File: src/rtl/mcm_pkg.sv
// Shared types for the miss-cause monitor.
package mcm_pkg;
    typedef enum logic [2:0] {
        CLS_HIT  = 3'd0,
        CLS_COMP = 3'd1,
        CLS_CAP  = 3'd2,
        CLS_CONF = 3'd3,
        CLS_ANTI = 3'd4
    } cls_e;
    localparam int NUM_CLS = 5;
endpackage

File: src/rtl/mcm_lru_set.sv
// Fully associative tag group of N entries with true LRU by age counters.
// Assumes: a lookup tag is stable during the cycle; upd_en applies the lookup.
// Ages of valid entries form a permutation of 0..k-1; invalid entries sit at AGE_MAX.
module mcm_lru_set #(
    parameter int N     = 4,
    parameter int TAG_W = 28
) (
    input  logic             clk,
    input  logic             rst_n,
    input  logic             clr,
    input  logic [TAG_W-1:0] look_tag,
    input  logic             upd_en,
    output logic             hit
);
    localparam int AGE_W = (N > 1) ? $clog2(N) : 1;
    localparam int VW    = (N > 1) ? $clog2(N) : 1;
    localparam logic [AGE_W-1:0] AGE_MAX = AGE_W'(N - 1);

    logic [N-1:0]       vld;
    logic [TAG_W-1:0]   tags [N];
    logic [AGE_W-1:0]   age  [N];
    logic [N-1:0]       hv;
    logic [AGE_W-1:0]   hit_age;
    logic [VW-1:0]      vic;

    // Tag compare and age of the matching entry.
    always_comb begin
        hit_age = '0;
        for (int i = 0; i < N; i++) begin
            hv[i] = vld[i] && (tags[i] == look_tag);
            if (hv[i]) hit_age = hit_age | age[i];
        end
    end

    // Victim: lowest free entry, else the oldest valid entry.
    always_comb begin
        vic = '0;
        for (int i = 0; i < N; i++)
            if (vld[i] && age[i] == AGE_MAX) vic = VW'(i);
        for (int i = N - 1; i >= 0; i--)
            if (!vld[i]) vic = VW'(i);
    end

    assign hit = |hv;

    // Recency and fill update.
    always_ff @(posedge clk) begin
        if (!rst_n || clr) begin
            vld <= '0;
            for (int i = 0; i < N; i++) age[i] <= AGE_MAX;
        end else if (upd_en) begin
            for (int i = 0; i < N; i++) begin
                if (hit) begin
                    if (hv[i]) age[i] <= '0;
                    else if (age[i] < hit_age) age[i] <= age[i] + 1'b1;
                end else if (VW'(i) == vic) begin
                    age[i]  <= '0;
                    vld[i]  <= 1'b1;
                    tags[i] <= look_tag;
                end else if (age[i] < AGE_MAX) begin
                    age[i] <= age[i] + 1'b1;
                end
            end
        end
    end

    // a block is never held twice, so at most one entry matches.
    assert_single_match_R7: assert property (@(posedge clk) disable iff (!rst_n)
        $onehot0(hv));
endmodule

File: src/rtl/mcm_seen_map.sv
// First-reference bitmap over block addresses below SEEN_BLKS.
// Assumes: addresses at or above SEEN_BLKS count as already seen.
module mcm_seen_map #(
    parameter int BA_W      = 28,
    parameter int SEEN_BLKS = 256
) (
    input  logic            clk,
    input  logic            rst_n,
    input  logic            clr,
    input  logic [BA_W-1:0] look,
    input  logic            upd_en,
    output logic            seen
);
    localparam int SW = (SEEN_BLKS > 1) ? $clog2(SEEN_BLKS) : 1;

    logic [SEEN_BLKS-1:0] bits;
    logic                 in_rng;
    logic [SW-1:0]        idx;

    assign in_rng = look < BA_W'(SEEN_BLKS);
    assign idx    = look[SW-1:0];
    assign seen   = !in_rng || bits[idx];

    // Mark a tracked block on use.
    always_ff @(posedge clk) begin
        if (!rst_n || clr) bits <= '0;
        else if (upd_en && in_rng) bits[idx] <= 1'b1;
    end

    // a tracked block is seen after its first accepted reference.
    assert_marked_after_use_R1: assert property (@(posedge clk) disable iff (!rst_n)
        (upd_en && !clr && in_rng) |=> bits[$past(idx)]);
endmodule

File: src/rtl/mcm_counters.sv
// Saturating counters: index 0 totals, index 1+k counts class k.
// Assumes: inc_en is high only for accepted references.
module mcm_counters
    import mcm_pkg::*;
#(
    parameter int CNT_W = 32
) (
    input  logic             clk,
    input  logic             rst_n,
    input  logic             clr,
    input  logic             inc_en,
    input  cls_e             cls,
    output logic [CNT_W-1:0] cnt [NUM_CLS+1]
);
    localparam logic [CNT_W-1:0] MAX = '1;

    logic [NUM_CLS:0] bump;

    for (genvar k = 0; k <= NUM_CLS; k++) begin : g_cnt
        if (k == 0) begin : g_tot
            assign bump[k] = inc_en;
        end else begin : g_cls
            assign bump[k] = inc_en && (cls == cls_e'(k - 1));
        end
        // Count one event, holding at the ceiling.
        always_ff @(posedge clk) begin
            if (!rst_n || clr) cnt[k] <= '0;
            else if (bump[k] && cnt[k] != MAX) cnt[k] <= cnt[k] + 1'b1;
        end
    end

    // total holds at the ceiling.
    assert_no_overflow_R9: assert property (@(posedge clk) disable iff (!rst_n)
        (!clr && cnt[0] == MAX) |=> cnt[0] == MAX);
    // total advances by one per accepted reference below the ceiling.
    assert_count_step_R9: assert property (@(posedge clk) disable iff (!rst_n)
        (inc_en && !clr && cnt[0] != MAX) |=> cnt[0] == $past(cnt[0]) + 1'b1);
    // clear empties the total.
    assert_clear_zero_R10: assert property (@(posedge clk) disable iff (!rst_n)
        clr |=> cnt[0] == '0);
endmodule

File: src/rtl/miss_cause_monitor.sv
// Miss-cause monitor: labels each accepted reference by comparing a
// set-associative tag model, a fully associative LRU shadow of equal
// capacity and a first-reference bitmap. Code is registered one cycle later.
// Assumes: BLK_BYTES, NUM_BLKS/WAYS are powers of two; WAYS divides NUM_BLKS.
module miss_cause_monitor
    import mcm_pkg::*;
#(
    parameter int ADDR_W    = 32,
    parameter int BLK_BYTES = 16,
    parameter int NUM_BLKS  = 16,
    parameter int WAYS      = 4,
    parameter int SEEN_BLKS = 256,
    parameter int CNT_W     = 32
) (
    input  logic              clk,
    input  logic              rst_n,
    input  logic              clr,
    input  logic              in_valid,
    input  logic [ADDR_W-1:0] in_addr,
    output logic              out_valid,
    output logic [2:0]        out_class,
    output logic [CNT_W-1:0]  cnt_total,
    output logic [CNT_W-1:0]  cnt_hit,
    output logic [CNT_W-1:0]  cnt_first,
    output logic [CNT_W-1:0]  cnt_capacity,
    output logic [CNT_W-1:0]  cnt_conflict,
    output logic [CNT_W-1:0]  cnt_anti
);
    localparam int OFS_W = (BLK_BYTES > 1) ? $clog2(BLK_BYTES) : 1;
    localparam int BA_W  = ADDR_W - OFS_W;
    localparam int SETS  = NUM_BLKS / WAYS;

    logic [BA_W-1:0]  ba;
    logic             unused_ofs;
    logic             acc;
    logic             seen, fa_hit, sa_hit;
    logic [SETS-1:0]  sel, set_hit;
    cls_e             cls_next, cls_q;
    logic [CNT_W-1:0] cnt_arr [NUM_CLS+1];

    assign ba         = in_addr[ADDR_W-1:OFS_W];
    assign unused_ofs = ^in_addr[OFS_W-1:0];
    assign acc        = in_valid && !clr;

    // Target cache: one LRU group per set, selected by block address modulo SETS.
    for (genvar s = 0; s < SETS; s++) begin : g_set
        assign sel[s] = (ba % BA_W'(SETS)) == BA_W'(s);
        mcm_lru_set #(.N(WAYS), .TAG_W(BA_W)) u_set (
            .clk(clk), .rst_n(rst_n), .clr(clr),
            .look_tag(ba), .upd_en(acc && sel[s]), .hit(set_hit[s]));
    end
    assign sa_hit = |(set_hit & sel);

    // Fully associative LRU shadow of equal capacity.
    mcm_lru_set #(.N(NUM_BLKS), .TAG_W(BA_W)) u_shadow (
        .clk(clk), .rst_n(rst_n), .clr(clr),
        .look_tag(ba), .upd_en(acc), .hit(fa_hit));

    mcm_seen_map #(.BA_W(BA_W), .SEEN_BLKS(SEEN_BLKS)) u_seen (
        .clk(clk), .rst_n(rst_n), .clr(clr),
        .look(ba), .upd_en(acc), .seen(seen));

    // Cause decision from pre-update lookups.
    always_comb begin
        if (!seen)                cls_next = CLS_COMP;
        else if (fa_hit && sa_hit) cls_next = CLS_HIT;
        else if (fa_hit)          cls_next = CLS_CONF;
        else if (sa_hit)          cls_next = CLS_ANTI;
        else                      cls_next = CLS_CAP;
    end

    // Output register.
    always_ff @(posedge clk) begin
        if (!rst_n) begin
            out_valid <= 1'b0;
            cls_q     <= CLS_HIT;
        end else begin
            out_valid <= acc;
            if (acc) cls_q <= cls_next;
        end
    end
    assign out_class = cls_q;

    mcm_counters #(.CNT_W(CNT_W)) u_cnt (
        .clk(clk), .rst_n(rst_n), .clr(clr),
        .inc_en(acc), .cls(cls_next), .cnt(cnt_arr));

    assign cnt_total    = cnt_arr[0];
    assign cnt_hit      = cnt_arr[1];
    assign cnt_first    = cnt_arr[2];
    assign cnt_capacity = cnt_arr[3];
    assign cnt_conflict = cnt_arr[4];
    assign cnt_anti     = cnt_arr[5];

    // strobe follows each accepted reference.
    assert_strobe_R8: assert property (@(posedge clk) disable iff (!rst_n)
        acc |=> out_valid);
    // no strobe without an accepted reference.
    assert_quiet_R8: assert property (@(posedge clk) disable iff (!rst_n)
        !acc |=> !out_valid);
    // only the five defined codes appear.
    assert_code_range_R8: assert property (@(posedge clk) disable iff (!rst_n)
        out_valid |-> out_class <= 3'd4);
endmodule

File: config.mk
export PLATFORM = sky130hd
export DESIGN_NAME = miss_cause_monitor
export DESIGN_NICKNAME = d
export VERILOG_FILES = /design/src/rtl/mcm_pkg.sv /design/src/rtl/mcm_lru_set.sv /design/src/rtl/mcm_seen_map.sv /design/src/rtl/mcm_counters.sv /design/src/rtl/miss_cause_monitor.sv
export SDC_FILE = /design/constraint.sdc
export NUM_CORES = 2
export LEC_CHECK = 0
export BUFFER_PORTS_ARGS = -buffer_cell sky130_fd_sc_hd__buf_4
export CAP_MARGIN = 10
export CORE_MARGIN = 2
export CORE_UTILIZATION = 30
export CTS_BUF_LIST = sky130_fd_sc_hd__clkbuf_8
export DETAILED_ROUTE_END_ITERATION = 8
export GPL_TIMING_DRIVEN = 1
export HOLD_SLACK_MARGIN = 0.15
export SETUP_SLACK_MARGIN = 0.2
export SLEW_MARGIN = 5
export SYNTH_ARGS = -nofsm -noshare
export SYNTH_HDL_FRONTEND = slang
export SYNTH_SLANG_ARGS = --single-unit
File: constraint.sdc
create_clock -name clk -period 18 [get_ports clk]
set_clock_uncertainty 0.1 [all_clocks]
set_input_delay 1.8 -clock clk [delete_from_list [all_inputs] [get_ports clk]]
set_output_delay 1.8 -clock clk [all_outputs]
set_load 0.1 [all_outputs]
Word level (Yosys, flattened, before mapping)
Memory sizes are Yosys's and may differ from the RTL's.
Cells that the tools add are included.
{"block": "totals", "regBits": 484, "ramBits": 992, "in_bits": 36, "output_inout_bits": 196, "wordCells": 1586, "mem_count": 10}
{"name": "u_shadow.tags", "words": 16, "width": 28, "rd": 16, "rd_ports_with_merged_regs": 0, "write_ports": 1, "line": "mcm_lru_set.sv:20", "source": "logic [TAG_W-1:0] tags [N];"}
{"name": "g_set[0].u_set.tags", "words": 4, "width": 28, "rd": 4, "rd_ports_with_merged_regs": 0, "write_ports": 1, "line": "mcm_lru_set.sv:20"}
{"name": "g_set[1].u_set.tags", "words": 4, "width": 28, "rd": 4, "rd_ports_with_merged_regs": 0, "write_ports": 1, "line": "mcm_lru_set.sv:20"}
{"name": "g_set[2].u_set.tags", "words": 4, "width": 28, "rd": 4, "rd_ports_with_merged_regs": 0, "write_ports": 1, "line": "mcm_lru_set.sv:20"}
{"name": "g_set[3].u_set.tags", "words": 4, "width": 28, "rd": 4, "rd_ports_with_merged_regs": 0, "write_ports": 1, "line": "mcm_lru_set.sv:20"}
{"name": "u_shadow.age", "words": 16, "width": 4, "rd": 16, "rd_ports_with_merged_regs": 0, "write_ports": 16, "line": "mcm_lru_set.sv:21", "source": "logic [AGE_W-1:0] age [N];"}
{"name": "4 more memories"}
{"block": "op_classes", "add_sub_neg": 38, "magnitude_cmp": 67, "n_eq_ne": 99, "n_mux": 1014, "bitwise": 162, "reduce_logical": 155}
{"op": "$eq 28x28->1", "count": 32}
{"op": "$mux 28", "count": 27}
{"op": "$reduce_or 28->1", "count": 27}
{"op": "$mux 1", "count": 740}
{"op": "$mux 4", "count": 119}
{"op": "$or 256x256->256", "count": 1}
{"op": "$mux 2", "count": 118}
{"op": "$add 32x1->32 const B", "count": 6}
{"op": "$ne 32x32->1 const B", "count": 6}
{"op": "$or 1x1->1", "count": 128}
{"op": "$reduce_and 3->1", "count": 32}
{"op": "$logic_and 1x1->1", "count": 78}
{"op": "$add 4x1->4 const B", "count": 16}
{"op": "$lt 4x4->1", "count": 16}
{"op": "$lt 4x4->1 const B", "count": 16}
{"op": "$eq 4x4->1 const B", "count": 15}
{"op": "$or 4x4->4", "count": 15}
{"op": "$add 2x1->2 const B", "count": 16}
{"op": "$eq 4x4->1 const A", "count": 8}
{"op": "$lt 2x2->1", "count": 16}
{"op": "$lt 2x2->1 const B", "count": 16}
{"op": "$eq 2x2->1 const B", "count": 14}
{"op": "$logic_not 28->1", "count": 1}
{"op": "$lt 28x9->1 const B", "count": 1}
{"op": "24 further kinds", "count": 71}

Depth between registers and ports, before layout
An unclocked memory read counts as a cell.
{"block": "logic_depth", "ltp_word": 56, "depth_mapped": 24, "ltp_nobuf": 17}

Cells and area by module
From an unflattened synthesis, not the netlist that was laid out.
{"block": "hier_totals", "hier_cells": 5952, "area_unflattened_um2": 70065.9}
{"mod": "mcm_lru_set (u_shadow)", "n_inst": 1, "cells_each": 2099, "area_each_um2": 26905.8, "seq_area_each_um2": 15695.1}
{"mod": "mcm_lru_set (g_set[0].u_set ...)", "n_inst": 4, "cells_each": 388, "area_each_um2": 5661.7, "seq_area_each_um2": 3683.5}
{"mod": "mcm_seen_map", "n_inst": 1, "cells_each": 1064, "area_each_um2": 10288.6, "seq_area_each_um2": 5124.9}
{"mod": "mcm_counters", "n_inst": 1, "cells_each": 1211, "area_each_um2": 9982.1, "seq_area_each_um2": 3843.7}
{"mod": "miss_cause_monitor", "n_inst": 1, "cells_each": 26, "area_each_um2": 242.7, "seq_area_each_um2": 80.1}

Worst setup path before layout
OpenSTA, ideal clock, no wires.
{"block": "synth_timing", "path_type": "input to register", "from": "in in_addr[4]", "to": "mem u_shadow.tags[10][0], in the netlist u_shadow.tags[1][56], enable pin", "setup_ps": 484, "t_arrival_ps": 6977, "t_required_ps": 17416, "setup_slack_ps": 10439, "stages": 14, "path_buffers": 6, "cell_sequence": "buf_6 -> buf_12 -> buf_12 -> buf_8 -> buf_6 -> buf_6 -> nand2b_1 -> o2111a_1 -> nand4_1 -> nor4_1 -> or4_1 -> nor4_4 -> nand2_1 -> nor4_1"}
{"block": "synth_between", "elab_chain_cells": 23, "elab_cells_between_ends": 142, "classes_between": "16 x eq/ne; 94 x mux; 32 x reduce/logical"}
{"item": "from (decl)", "line": "miss_cause_monitor.sv:19", "source": "input logic [ADDR_W-1:0] in_addr,"}
{"item": "$eq 28x28->1", "line": "mcm_lru_set.sv:30", "source": "hv[i] = vld[i] && (tags[i] == look_tag);"}
{"item": "$logic_and 1x1->1", "line": "mcm_lru_set.sv:30"}
{"item": "$reduce_or 16->1 *", "line": "mcm_lru_set.sv:44", "source": "assign hit = |hv;"}
{"item": "$mux 1", "line": "mcm_lru_set.sv:53", "source": "if (hit) begin"}
{"item": "$mux 1", "line": "mcm_lru_set.sv:51", "source": "end else if (upd_en) begin"}
{"item": "$mux 1", "line": "mcm_lru_set.sv:48", "source": "if (!rst_n || clr) begin"}
{"item": "$mux 1 (not written as such)", "line": "mcm_lru_set.sv:59", "source": "tags[i] <= look_tag;"}
{"item": "$reduce_or 28->1 (no source line)"}
{"item": "$mux 4 (no source line) / $mux 1 (equally long branches) (15 in series)"}
{"item": "to (decl)", "line": "mcm_lru_set.sv:20"}
Every way passes the cells marked *; elsewhere a longest branch is shown, timed or not.

==> reports/metrics.yaml <==
finalWorstSetupSlack_ps: 11070
reg2reg_to: "u_shadow.age[0][0]"
clock_sink_count: 1476
ant_nets: 0
synth_seq_area_share: 0.5700
p_per_area_mw_per_mm2: 89.96
core_mm2: 0.2297
worstHoldEndpoint: "u_seen.bits[158]"
leakagePower_nw: 25.92
synthDistinctLibCells: 96
firstDrtPassIters: 8
drt-initial-drc-count: 4497
ctsResizeCount: 0
r2r_start: "u_shadow.tags[0][99]"
die_x_um: 484.5
synthFlopType: "edfxtp_1"
fin_area_mm2: 0.07942
path_clk_slew_ps: 60
power_mw: 7.145
hold_violations: 0
num_rows: 176
postCtsHoldBufs: 0
cts_buffers: 281
area_growth_pct: 14.68
grt_pass1_wl_um: 299700
cpLargestDelayFamily: "simple AND/OR/NAND/NOR gates"
min-delay-start: "u_seen.bits[158]"
drc: 0
dieArea_mm2: 0.2347
rrSetupSlack_ps: 12740
final-seq-area_mm2: 0.03948
dieHeight_um: 484.5
slew_violations: 0
rsz0062_at_grt: "false"
worstPathCellList: "buf_4, buf_4, buf_4, xnor2_1, nand4_1, or4_1, nor3_2, a22o_1, a221oi_1, nand3_1, nor2_1, buf_4, ha_1, a21o_1, a21oi_1, nor2b_1, a22oi_1, a211oi_1, nand2b_1"
syn_area_per_cell_um2: 11.69
met2_usage: 0.2588
cp.arrival_ps: 7490
met1_usage: 0.2274
timing.hold.ws_ps: 359.5
cp-start-kind: "input pin"
yosysWarnings: 0
worst_pin_slew_ps: 1208
vias_per_cell: 5.172
grt.busiest_layer: "met2"
synth_edf_count: 992
drive_above_1_share: 0.1349
post-route-period-util: 0.3852
cp-startpoint: "in_addr[27]"
postPlaceCellArea_mm2: 0.07422
root_buffer: "clkbuf_8"
synth.area.top_cells: "edfxtp_1, dfxtp_1, xnor2_1"
cap_violations: 0
synth_top_area_frac: 0.4301
timing.setup.tns_ps: 0
min_period_ps: 6933
portBuffers: 227
vdd_drop_max_mv: 0.06208
multi_input_area_mm2: 0.02787
gr-usage-met3: 0.03022
hp-class: "flip-flop to flip-flop"
cp-end-kind: "flip-flop"
synth_async_sr_flop_share: 0
ff2ff_path_depth: 16
setup_viol: 0
synth_area_leader_cell: "edfxtp_1"
worstSetupPathType: "input pin to flip-flop"
run_status: "finished clean"
htreeDepth: 5
grt_antenna_before_repair: 13
cpMostUsedCell: "buf_4"
cts_setup_buffers: 0
routabilityCongestion: 0.8854
cts_tree: "built"
syn_area_mm2: 0.06925
crit_fanout: 30
place_ws_ps: 10020
clk_latency_ps: 1040
max_freq_ghz: 0.1442
fillers: 22540
cp_data_required_time_ps: 18550
clockBufferDepth: 4
synth_fp_nets: 6060
nNetsFinal: 6396
grt_max_degree: 208
track_usage: 0.1648
hpwl_um: 125800
grt_pass1_vias: 47870
slowest_stage: "nor3_2"
drt_wl_total_um: 200400
synthCells: 5922
wire_per_inst_um: 21.11
whs_path_depth: 2
relSlewSlack: 0.1872
path_buf_inv: 4
vias: 49080
synth-seq-cells: 1476
cpPeakStageDelay_ps: 890
grt_overflow: 0
io_pins: 232
start_util: 0.3015
[layer usage]
metal,vias up,part of all wire
li1,22420,-
met1,24550,0.45
met3,385,0.066
met4,4,0.028
met2,1725,0.45
met5,-,0.000085
[sequential cells by signal, summed over array words and instances, names as in the netlist]
register,flops
g_set.u_set.age,32
u_shadow.tags,448
g_set.u_set.vld,16
g_set.u_set.tags,448
u_shadow.age,64
out_class,3
u_cnt.cnt,192
u_seen.bits,256
out_valid,1
u_shadow.vld,16
[report_power, final]
group / internal (mW) / switching [mW] / leakage (nW) / total (mW)
Clock: 1.68 / 1.43 / 3.00 / 3.11
Sequential: 3.63 / 0.0151 / 12.7 / 3.64
Combinational: 0.117 / 0.275 / 10.2 / 0.392
[worst register-to-register path: cells and delay by family, from the launching register on]
family	cells	cell delay [ps]
AO/OA/AOI/OAI	6	1270
buffers and inverters	1	290
adder cells (fa/ha/maj)	1	300
AND/OR/NAND/NOR	7	2350
XOR/XNOR	1	240
flip-flops	1	380
[cell type report]
| class | count | area share |
|---|---|---|
| Antenna cell | 7 | 0.0002206 |
| Sequential cell | 1476 | 0.4971 |
| Tap cell | 3026 | 0.04767 |
| Multi-Input combinational cell | 4036 | 0.3509 |
| Timing Repair Buffer | 349 | 0.03345 |
| Inverter | 114 | 0.005388 |
| Clock buffer | 310 | 0.05372 |
| Clock inverter | 172 | 0.01153 |
[cell families after synthesis]
kind of cell / Yosys count / synth area share
AOI/OAI and AO/OA: 849 / 0.07722
and+or+nand+nor: 1970 / 0.1518
adders and majority gates: 102 / 0.01843
DFF: 1476 / 0.5700
muxes: 119 / 0.02520
xor gates and xnor gates: 996 / 0.1262
buffers and inverters: 410 / 0.03109
[synthesized netlist by cell type, types with 102 or more instances]
cell / count
ha_1: 102
a21oi_1: 379
nand4_1: 291
clkbuf_1: 137
o21ai_0: 118
xor2_1: 286
nand2b_1: 108
nand3_1: 187
inv_1: 111
edfxtp_1: 992
nor2_1: 555
dfxtp_1: 484
nand2_1: 268
xnor2_1: 708
nor4_1: 124
[stage by stage]
stage                     cells  utilization
final                      9490       0.3458
after global routing       9485       0.3457
after CTS                  9483       0.3457
after detailed placement   9001       0.3231
after global placement     9001       0.3231
after floorplan            5922            -
[worst max-delay path by stage]
stage                                      end  slack [ps]  cells past startpoint
after CTS                       u_cnt.cnt[106]       11090                     12
after global routing             u_cnt.cnt[29]       10770                     13
after detailed placement        u_cnt.cnt[106]       10020                     12
after floorplan           u_shadow.tags[1][56]       10440                     14
final                       u_shadow.age[0][0]       11070                     19
after global placement          u_cnt.cnt[106]       10090                     12
[layout by cell type, fill, tap and decap left out, types with 75 or more instances in the layout]
| cell type | netlist | layout |
|---|---|---|
| edfxtp_1 | 992 | 992 |
| xnor2_1 | 708 | 708 |
| nor2_1 | 555 | 524 |
| dfxtp_1 | 484 | 484 |
| a21oi_1 | 379 | 377 |
| buf_4 | 59 | 345 |
| clkbuf_8 | 0 | 310 |
| nand4_1 | 291 | 291 |
| xor2_1 | 286 | 286 |
| nand2_1 | 268 | 268 |
| inv_1 | 111 | 204 |
| nand3_1 | 187 | 187 |
| nor4_1 | 124 | 121 |
| o21ai_0 | 118 | 118 |
| nand2b_1 | 108 | 107 |
| ha_1 | 102 | 102 |
| and3_1 | 75 | 75 |
No activity file was read; power rests on OpenSTA's default activity.
